**src/rtl/i2c_tmon_pkg.sv**
```systemverilog
package i2c_tmon_pkg;

    // violation bit positions
    localparam int VB_PERIOD = 0;
    localparam int VB_LOW    = 1;
    localparam int VB_HIGH   = 2;
    localparam int VB_BUF    = 3;
    localparam int VB_HDSTA  = 4;
    localparam int VB_SUSTA  = 5;
    localparam int VB_SUSTO  = 6;
    localparam int VB_SUDAT  = 7;
    localparam int NVIOL     = 8;

    // timer slots
    localparam int TM_SCL   = 0;   // since any SCL edge
    localparam int TM_SDA   = 1;   // since any SDA edge
    localparam int TM_RISE  = 2;   // since SCL rising edge
    localparam int TM_START = 3;   // since START
    localparam int TM_STOP  = 4;   // since STOP
    localparam int NTIMER   = 5;

    typedef struct packed {
        logic scl;
        logic sda;
    } line_t;

    function automatic int ns2cyc(input int ns, input int per_ns);
        return (ns + per_ns - 1) / per_ns;
    endfunction

    function automatic int max2(input int a, input int b);
        return (a > b) ? a : b;
    endfunction

endpackage

```
**src/rtl/i2c_tmon_cond.sv**
```systemverilog
module i2c_tmon_cond
    import i2c_tmon_pkg::*;
(
    input  logic clk,
    input  logic rst_n,
    input  logic scl_i,
    input  logic sda_i,
    output logic scl_rise_o,
    output logic scl_fall_o,
    output logic sda_edge_o,
    output logic start_o,
    output logic stop_o
);

    line_t prev_d, prev_q;

    always_comb begin
        prev_d     = prev_q;
        prev_d.scl = scl_i;
        prev_d.sda = sda_i;
        scl_rise_o = scl_i & ~prev_q.scl;
        scl_fall_o = ~scl_i & prev_q.scl;
        sda_edge_o = sda_i ^ prev_q.sda;
        start_o    = scl_i & prev_q.scl & prev_q.sda & ~sda_i;
        stop_o     = scl_i & prev_q.scl & ~prev_q.sda & sda_i;
    end

    always_ff @(posedge clk or negedge rst_n) begin
        if (!rst_n) prev_q <= '{scl: 1'b1, sda: 1'b1};
        else        prev_q <= prev_d;
    end

    // a START leaves SDA registered low on the following cycle
    assert_start_sda_low_R6: assert property (@(posedge clk) disable iff (!rst_n)
        start_o |=> !prev_q.sda);

endmodule

```
**src/rtl/i2c_tmon_timer.sv**
```systemverilog
module i2c_tmon_timer #(
    parameter int W = 8
) (
    input  logic         clk,
    input  logic         rst_n,
    input  logic         restart_i,
    output logic [W-1:0] cnt_o
);

    localparam logic [W-1:0] SAT = '1;

    logic [W-1:0] cnt_d, cnt_q;

    always_comb begin
        cnt_d = cnt_q;
        if (restart_i)          cnt_d = W'(1);
        else if (cnt_q != SAT)  cnt_d = cnt_q + W'(1);
    end

    always_ff @(posedge clk or negedge rst_n) begin
        if (!rst_n) cnt_q <= SAT;
        else        cnt_q <= cnt_d;
    end

    assign cnt_o = cnt_q;

    assert_timer_restart_R12: assert property (@(posedge clk) disable iff (!rst_n)
        restart_i |=> (cnt_q == W'(1)));

    assert_timer_saturates_R12: assert property (@(posedge clk) disable iff (!rst_n)
        (!restart_i && cnt_q == SAT) |=> (cnt_q == SAT));

endmodule

```
**src/rtl/i2c_timing_mon.sv**
```systemverilog
module i2c_timing_mon
    import i2c_tmon_pkg::*;
#(
    parameter int CLK_PERIOD_NS = 5,
    parameter int T_LOW_NS      = 1300,
    parameter int T_HIGH_NS     = 600,
    parameter int T_BUF_NS      = 1300,
    parameter int T_HDSTA_NS    = 600,
    parameter int T_SUSTA_NS    = 600,
    parameter int T_SUSTO_NS    = 600,
    parameter int T_SUDAT_NS    = 100,
    parameter int T_PERIOD_NS   = 2500,
    parameter int CNT_W         = 16
) (
    input  logic             clk,
    input  logic             rst_n,
    input  logic             scl_i,
    input  logic             sda_i,
    input  logic             clr_i,
    output logic [7:0]       viol_o,
    output logic [CNT_W-1:0] periods_o
);

    localparam int CY_LOW    = ns2cyc(T_LOW_NS,    CLK_PERIOD_NS);
    localparam int CY_HIGH   = ns2cyc(T_HIGH_NS,   CLK_PERIOD_NS);
    localparam int CY_BUF    = ns2cyc(T_BUF_NS,    CLK_PERIOD_NS);
    localparam int CY_HDSTA  = ns2cyc(T_HDSTA_NS,  CLK_PERIOD_NS);
    localparam int CY_SUSTA  = ns2cyc(T_SUSTA_NS,  CLK_PERIOD_NS);
    localparam int CY_SUSTO  = ns2cyc(T_SUSTO_NS,  CLK_PERIOD_NS);
    localparam int CY_SUDAT  = ns2cyc(T_SUDAT_NS,  CLK_PERIOD_NS);
    localparam int CY_PERIOD = ns2cyc(T_PERIOD_NS, CLK_PERIOD_NS);
    localparam int CY_MAX    = max2(max2(max2(CY_LOW, CY_HIGH), max2(CY_BUF, CY_HDSTA)),
                                    max2(max2(CY_SUSTA, CY_SUSTO), max2(CY_SUDAT, CY_PERIOD)));
    localparam int TW        = $clog2(CY_MAX + 2);

    localparam logic [TW-1:0] C_LOW    = TW'(CY_LOW);
    localparam logic [TW-1:0] C_HIGH   = TW'(CY_HIGH);
    localparam logic [TW-1:0] C_BUF    = TW'(CY_BUF);
    localparam logic [TW-1:0] C_HDSTA  = TW'(CY_HDSTA);
    localparam logic [TW-1:0] C_SUSTA  = TW'(CY_SUSTA);
    localparam logic [TW-1:0] C_SUSTO  = TW'(CY_SUSTO);
    localparam logic [TW-1:0] C_SUDAT  = TW'(CY_SUDAT);
    localparam logic [TW-1:0] C_PERIOD = TW'(CY_PERIOD);
    localparam logic [TW-1:0] C_ARM    = TW'(CY_BUF - 1);

    typedef struct packed {
        logic              armed;
        logic [TW-1:0]     arm_cnt;
        logic              busy;
        logic              fall_seen;
        logic              rise_seen;
        logic              hold_pend;
        logic [NVIOL-1:0]  viol;
        logic [CNT_W-1:0]  periods;
    } st_t;

    st_t st_d, st_q;

    logic scl_rise, scl_fall, sda_edge, start_ev, stop_ev;
    logic [NTIMER-1:0] restart;
    logic [TW-1:0]     tc [NTIMER];
    logic [NVIOL-1:0]  newv;
    logic [TW-1:0]     setup_cyc;

    i2c_tmon_cond u_cond (
        .clk        (clk),
        .rst_n      (rst_n),
        .scl_i      (scl_i),
        .sda_i      (sda_i),
        .scl_rise_o (scl_rise),
        .scl_fall_o (scl_fall),
        .sda_edge_o (sda_edge),
        .start_o    (start_ev),
        .stop_o     (stop_ev)
    );

    always_comb begin
        restart           = '0;
        restart[TM_SCL]   = scl_rise | scl_fall;
        restart[TM_SDA]   = sda_edge;
        restart[TM_RISE]  = scl_rise;
        restart[TM_START] = start_ev & st_q.armed;
        restart[TM_STOP]  = stop_ev & st_q.armed;
    end

    for (genvar g = 0; g < NTIMER; g++) begin : g_tmr
        i2c_tmon_timer #(.W(TW)) u_tmr (
            .clk       (clk),
            .rst_n     (rst_n),
            .restart_i (restart[g]),
            .cnt_o     (tc[g])
        );
    end

    always_comb begin
        st_d      = st_q;
        newv      = '0;
        setup_cyc = sda_edge ? '0 : tc[TM_SDA];
        if (!st_q.armed) begin
            if (scl_i && sda_i) begin
                if (st_q.arm_cnt == C_ARM) st_d.armed = 1'b1;
                else                       st_d.arm_cnt = st_q.arm_cnt + TW'(1);
            end else begin
                st_d.arm_cnt = '0;
            end
        end else begin
            if (start_ev) begin
                if (st_q.busy) begin
                    if (tc[TM_SCL] < C_SUSTA) newv[VB_SUSTA] = 1'b1;
                end else begin
                    if (tc[TM_STOP] < C_BUF)  newv[VB_BUF] = 1'b1;
                end
                st_d.busy      = 1'b1;
                st_d.hold_pend = 1'b1;
                st_d.fall_seen = 1'b0;
                st_d.rise_seen = 1'b0;
            end else if (stop_ev) begin
                if (st_q.busy && tc[TM_SCL] < C_SUSTO) newv[VB_SUSTO] = 1'b1;
                st_d.busy      = 1'b0;
                st_d.hold_pend = 1'b0;
                st_d.fall_seen = 1'b0;
                st_d.rise_seen = 1'b0;
            end
            if (st_q.busy && scl_fall) begin
                if (tc[TM_SCL] < C_HIGH) newv[VB_HIGH] = 1'b1;
                if (st_q.hold_pend) begin
                    if (tc[TM_START] < C_HDSTA) newv[VB_HDSTA] = 1'b1;
                    st_d.hold_pend = 1'b0;
                end
                st_d.fall_seen = 1'b1;
            end
            if (st_q.busy && scl_rise) begin
                if (st_q.fall_seen && tc[TM_SCL] < C_LOW) newv[VB_LOW] = 1'b1;
                if (setup_cyc < C_SUDAT) newv[VB_SUDAT] = 1'b1;
                if (st_q.rise_seen) begin
                    if (tc[TM_RISE] < C_PERIOD) newv[VB_PERIOD] = 1'b1;
                    if (st_q.periods != '1) st_d.periods = st_q.periods + CNT_W'(1);
                end
                st_d.rise_seen = 1'b1;
            end
        end
        st_d.viol = (clr_i ? '0 : st_q.viol) | newv;
    end

    always_ff @(posedge clk or negedge rst_n) begin
        if (!rst_n) st_q <= '0;
        else        st_q <= st_d;
    end

    assign viol_o    = st_q.viol;
    assign periods_o = st_q.periods;

    assert_idle_no_flags_R1: assert property (@(posedge clk) disable iff (!rst_n)
        (!st_q.armed && st_q.viol == '0 && !clr_i) |=> (st_q.viol == '0));

    assert_armed_stays_R1: assert property (@(posedge clk) disable iff (!rst_n)
        st_q.armed |=> st_q.armed);

    assert_period_step_R4: assert property (@(posedge clk) disable iff (!rst_n)
        1'b1 |=> (st_q.periods == $past(st_q.periods)
               || st_q.periods == $past(st_q.periods) + CNT_W'(1)));

    assert_hold_needs_busy_R6: assert property (@(posedge clk) disable iff (!rst_n)
        st_q.hold_pend |-> st_q.busy);

    assert_sticky_R10: assert property (@(posedge clk) disable iff (!rst_n)
        !clr_i |=> ((st_q.viol & $past(st_q.viol)) == $past(st_q.viol)));

endmodule

```
**config.mk**
```make
export PLATFORM = sky130hd
export DESIGN_NAME = i2c_timing_mon
export DESIGN_NICKNAME = d
export VERILOG_FILES = /design/src/rtl/i2c_tmon_pkg.sv /design/src/rtl/i2c_tmon_cond.sv /design/src/rtl/i2c_tmon_timer.sv /design/src/rtl/i2c_timing_mon.sv
export SDC_FILE = /design/constraint.sdc
export NUM_CORES = 1
export LEC_CHECK = 0
export ABC_AREA = 1
export ABC_CLOCK_PERIOD_IN_PS = 5870
export BUFFER_PORTS_ARGS = -buffer_cell sky130_fd_sc_hd__buf_2
export CORE_ASPECT_RATIO = 1.1
export CORE_UTILIZATION = 35
export CTS_BUF_LIST = sky130_fd_sc_hd__clkbuf_4
export CTS_CLUSTER_SIZE = 40
export DETAILED_ROUTE_END_ITERATION = 10
export PLACE_DENSITY = 0.6
export SYNTH_ARGS = -nofsm -noshare
export SYNTH_HDL_FRONTEND = slang
export SYNTH_SLANG_ARGS = --single-unit
```
**constraint.sdc**
```tcl
create_clock -name clk -period 5.87 [get_ports clk]
set_clock_uncertainty 0.05 [all_clocks]
set_input_delay 1.761 -clock clk [delete_from_list [all_inputs] [get_ports clk]]
set_output_delay 1.761 -clock clk [all_outputs]
set_load 0.02 [all_outputs]
```
==> results.toml <==
[outcome]
status = "completed"

[floorplanning]
row_count = 44
core-area_um2 = 13300
start_util_pct = 36.3
boundaryPins = 29
die_width_um = 114
chipHeight_um = 125
die_area_um2 = 14300

[sta]
finalCritPeriodShare_pct = 50.7
period_minus_slack_ns = 2.98
setup_viol = 0
finalWorstSetupSlack_ns = 2.89
fin_tns_setup_ns = 0
rsz0062_at_grt = "false"
fmax_mhz = 336
worstMarginPinSlew_ns = 0.628
slew_viol_final = 0
max_slew_margin_pct = 58.0
hold_violations = 0

[place]
dp_slack_ns = 2.63
io_buffers = 28
dpl.hpwl_um = 7040
gp_congestion = 0.827

[synthesis]
synth_xor_xnor_area_share_pct = 1.81
synth_compound_area_share_pct = 9.13
synth-simple-area-share_pct = 28.8
synthMuxAreaShare_pct = 0
ys_seq_elements = 85
synthAdderAreaFrac_pct = 3.88
yosys_warnings = 0
synth_top_area_cell = "dfstp_2"
yosysMostFrequentCell = "nand2_1"
synth_edf_count = 0
synth_cell_types = 34
synth-seq-area-share_pct = 45.2
netlist.area_leader.share_pct = 25.5
ys.flop_type = "dfstp_2"
synth-async-reset-ratio_pct = 100
synth_nets = 649
synthesis.area_um2 = 4840
syn-mean-instance-area_um2 = 7.69
synth_area_leaders = "dfstp_2 26%, dfrtp_1 20%, nand2_1 13%"
synth_top_family_by_area = "simple AND/OR/NAND/NOR gates"
synth_common_cells = "170 x nand2_1, 84 x inv_1, 55 x nor2_1"
synth_cells = 629

[route]
ant_nets = 0
first_iter_violations = 204
num_vias = 3974
firstDrtPassIters = 4
drcViolationCount = 0
finalWirelength_um = 9730
viasPerCell = 4.79
post_drt_wl_per_cell_um = 11.7

[global_routing]
grt.met1_usage_pct = 18.9
grt_pass1_vias = 3930
antenna_found_initial = 1
met2_usage_pct = 24.9
grt.total_usage_pct = 15.1
grt_pass1_wl_um = 17500
top_usage_layer = "met2"
use_met3_pct = 3.25
grt_max_degree = 47
grt_overflow = 0

[clocking]
ctsRootBufferMaster = "clkbuf_4"
hold_buffers = 0
cts_max_level = 3
cts_setup_buffers = 0
cts.sinks = 85
cts-resized-gates = 0
cts_buffer_depth = 2
clkTransAtPathRegs_ns = 0.15
insertion_delay_ns = 0.45
cts-buffers-inserted = 9
cts_tree = "done"

[run]
cap_violations = 0

[critical_path]
timing.rr.end = "g_tmr[2].u_tmr.cnt_o[5]"
cp_num_buf_inv = 1
end_kind = "primary output"
path_delay_family = "flip-flops"
rr_worst_depth = 11
rr_startpoint = "g_tmr[2].u_tmr.cnt_o[0]"
slowest_stage = "dfrtp_1"
critPathMaxStageDelay_ns = 0.50
cp.arrival_ns = 1.17
r2r_slack_ns = 3.56
path_cells = "buf_2"
required_ns = 4.06
path_max_fanout = 7
critPathKind = "flop to primary output"
critPathLaunchType = "flop"

[cells_and_area]
multi_input_area_um2 = 2110
layout.nets = 660
seqCellArea_um2 = 2190
drive_gt1_share_pct = 16.0
syn_to_final_growth_pct = 5.77
fill_cells = 1425
finish.utilization_pct = 38.4

[hold_path]
min_path_cells = 2
min_to = "g_tmr[2].u_tmr.cnt_o[6]"
hold_path_class = "flop to flop"
hp-start = "g_tmr[2].u_tmr.cnt_o[6]"

[pwr]
powerDensity_nw_per_um2 = 279
p_leak_nw = 2.38
p_int_uw = 941
switching_power_uw = 488
power.share.combinational_pct = 21.4
swShare_pct = 34.2
p_clk_share_pct = 21.4
ir_drop_mv = 0.0836
seq_power_share_pct = 57.2
## flip-flops by register name, indices dropped and copies added, names as in the netlist
register,count
u_cond.prev_q,2
viol_o,8
st_q,14
g_tmr.u_tmr.cnt_o,45
periods_o,16
## cell usage in the layout (no fill, tap or decap), types with 19 or more instances in the layout
cell       n
nor3_1    19
nand2_1  170
nor2_1    55
nand3_1   48
inv_1     84
dfstp_2   47
dfrtp_1   38
a21oi_1   29
o21ai_0   45
buf_2     27
## cell families (layout without fill, tap and decap cells)
kind of cell,after synthesis,in the layout
AOI/OAI and AO/OA,83,83
xor gates and xnor gates,10,10
adders and majority gates,15,15
buffers and inverters,115,131
DFF,85,85
other,0,1
and+or+nand+nor,321,321
## power by group through the flow
stage	logic, mW	clock network [mW]	registers [mW]
6_report	0.306	0.306	0.817
5_1_grt	0.351	0.345	0.836
4_1_cts	0.310	0.323	0.817
3_5_place_dp	0.309	0	0.827
3_3_place_gp	0.295	0	0.823
2_1_floorplan	0.257	0	0.804
## worst max path at each step
| stage | from | to | slack, ns | cells after the start |
|---|---|---|---|---|
| 4_1_cts | periods_o[12] | periods_o[12] | 2.84 | 1 |
| 3_5_place_dp | scl_i | periods_o[1] | 2.63 | 8 |
| 2_1_floorplan | scl_i | g_tmr[0].u_tmr.cnt_o[5] | 2.93 | 9 |
| 5_1_grt | periods_o[13] | periods_o[13] | 2.80 | 1 |
| 6_report | periods_o[13] | periods_o[13] | 2.89 | 1 |
| 3_3_place_gp | scl_i | g_tmr[0].u_tmr.cnt_o[5] | 2.64 | 9 |
## area by class of cell
cell class,count,share of cell area (%)
tap,184,4.50
clock inverter,4,0.489
clock buffer,12,1.76
inverter,86,6.31
sequential,85,42.7
timing repair buffer,29,2.93
multi-input combinational,429,41.2
antenna,1,0.0489
## per-stage QoR
stage / power (mW) / hold slack (ns) / area [um^2] / instances
4_1_cts: 1.45 / 0.428 / 5110 / 829
3_3_place_gp: 1.12 / 0.402 / 5000 / 813
3_5_place_dp: 1.14 / 0.409 / 5000 / 813
6_report: 1.43 / 0.419 / 5120 / 830
5_1_grt: 1.53 / 0.449 / 5120 / 830
2_1_floorplan: 1.06 / 0.389 / 4840 / 629
## routing by layer
metal / share of wire (%) / up-vias
li1: - / 2022
met1: 46 / 1886
met3: 2.7 / 12
met2: 49 / 54
met5: 0 / -
met4: 2.0 / 0
Note: power is estimated with default switching activity, not from simulation.
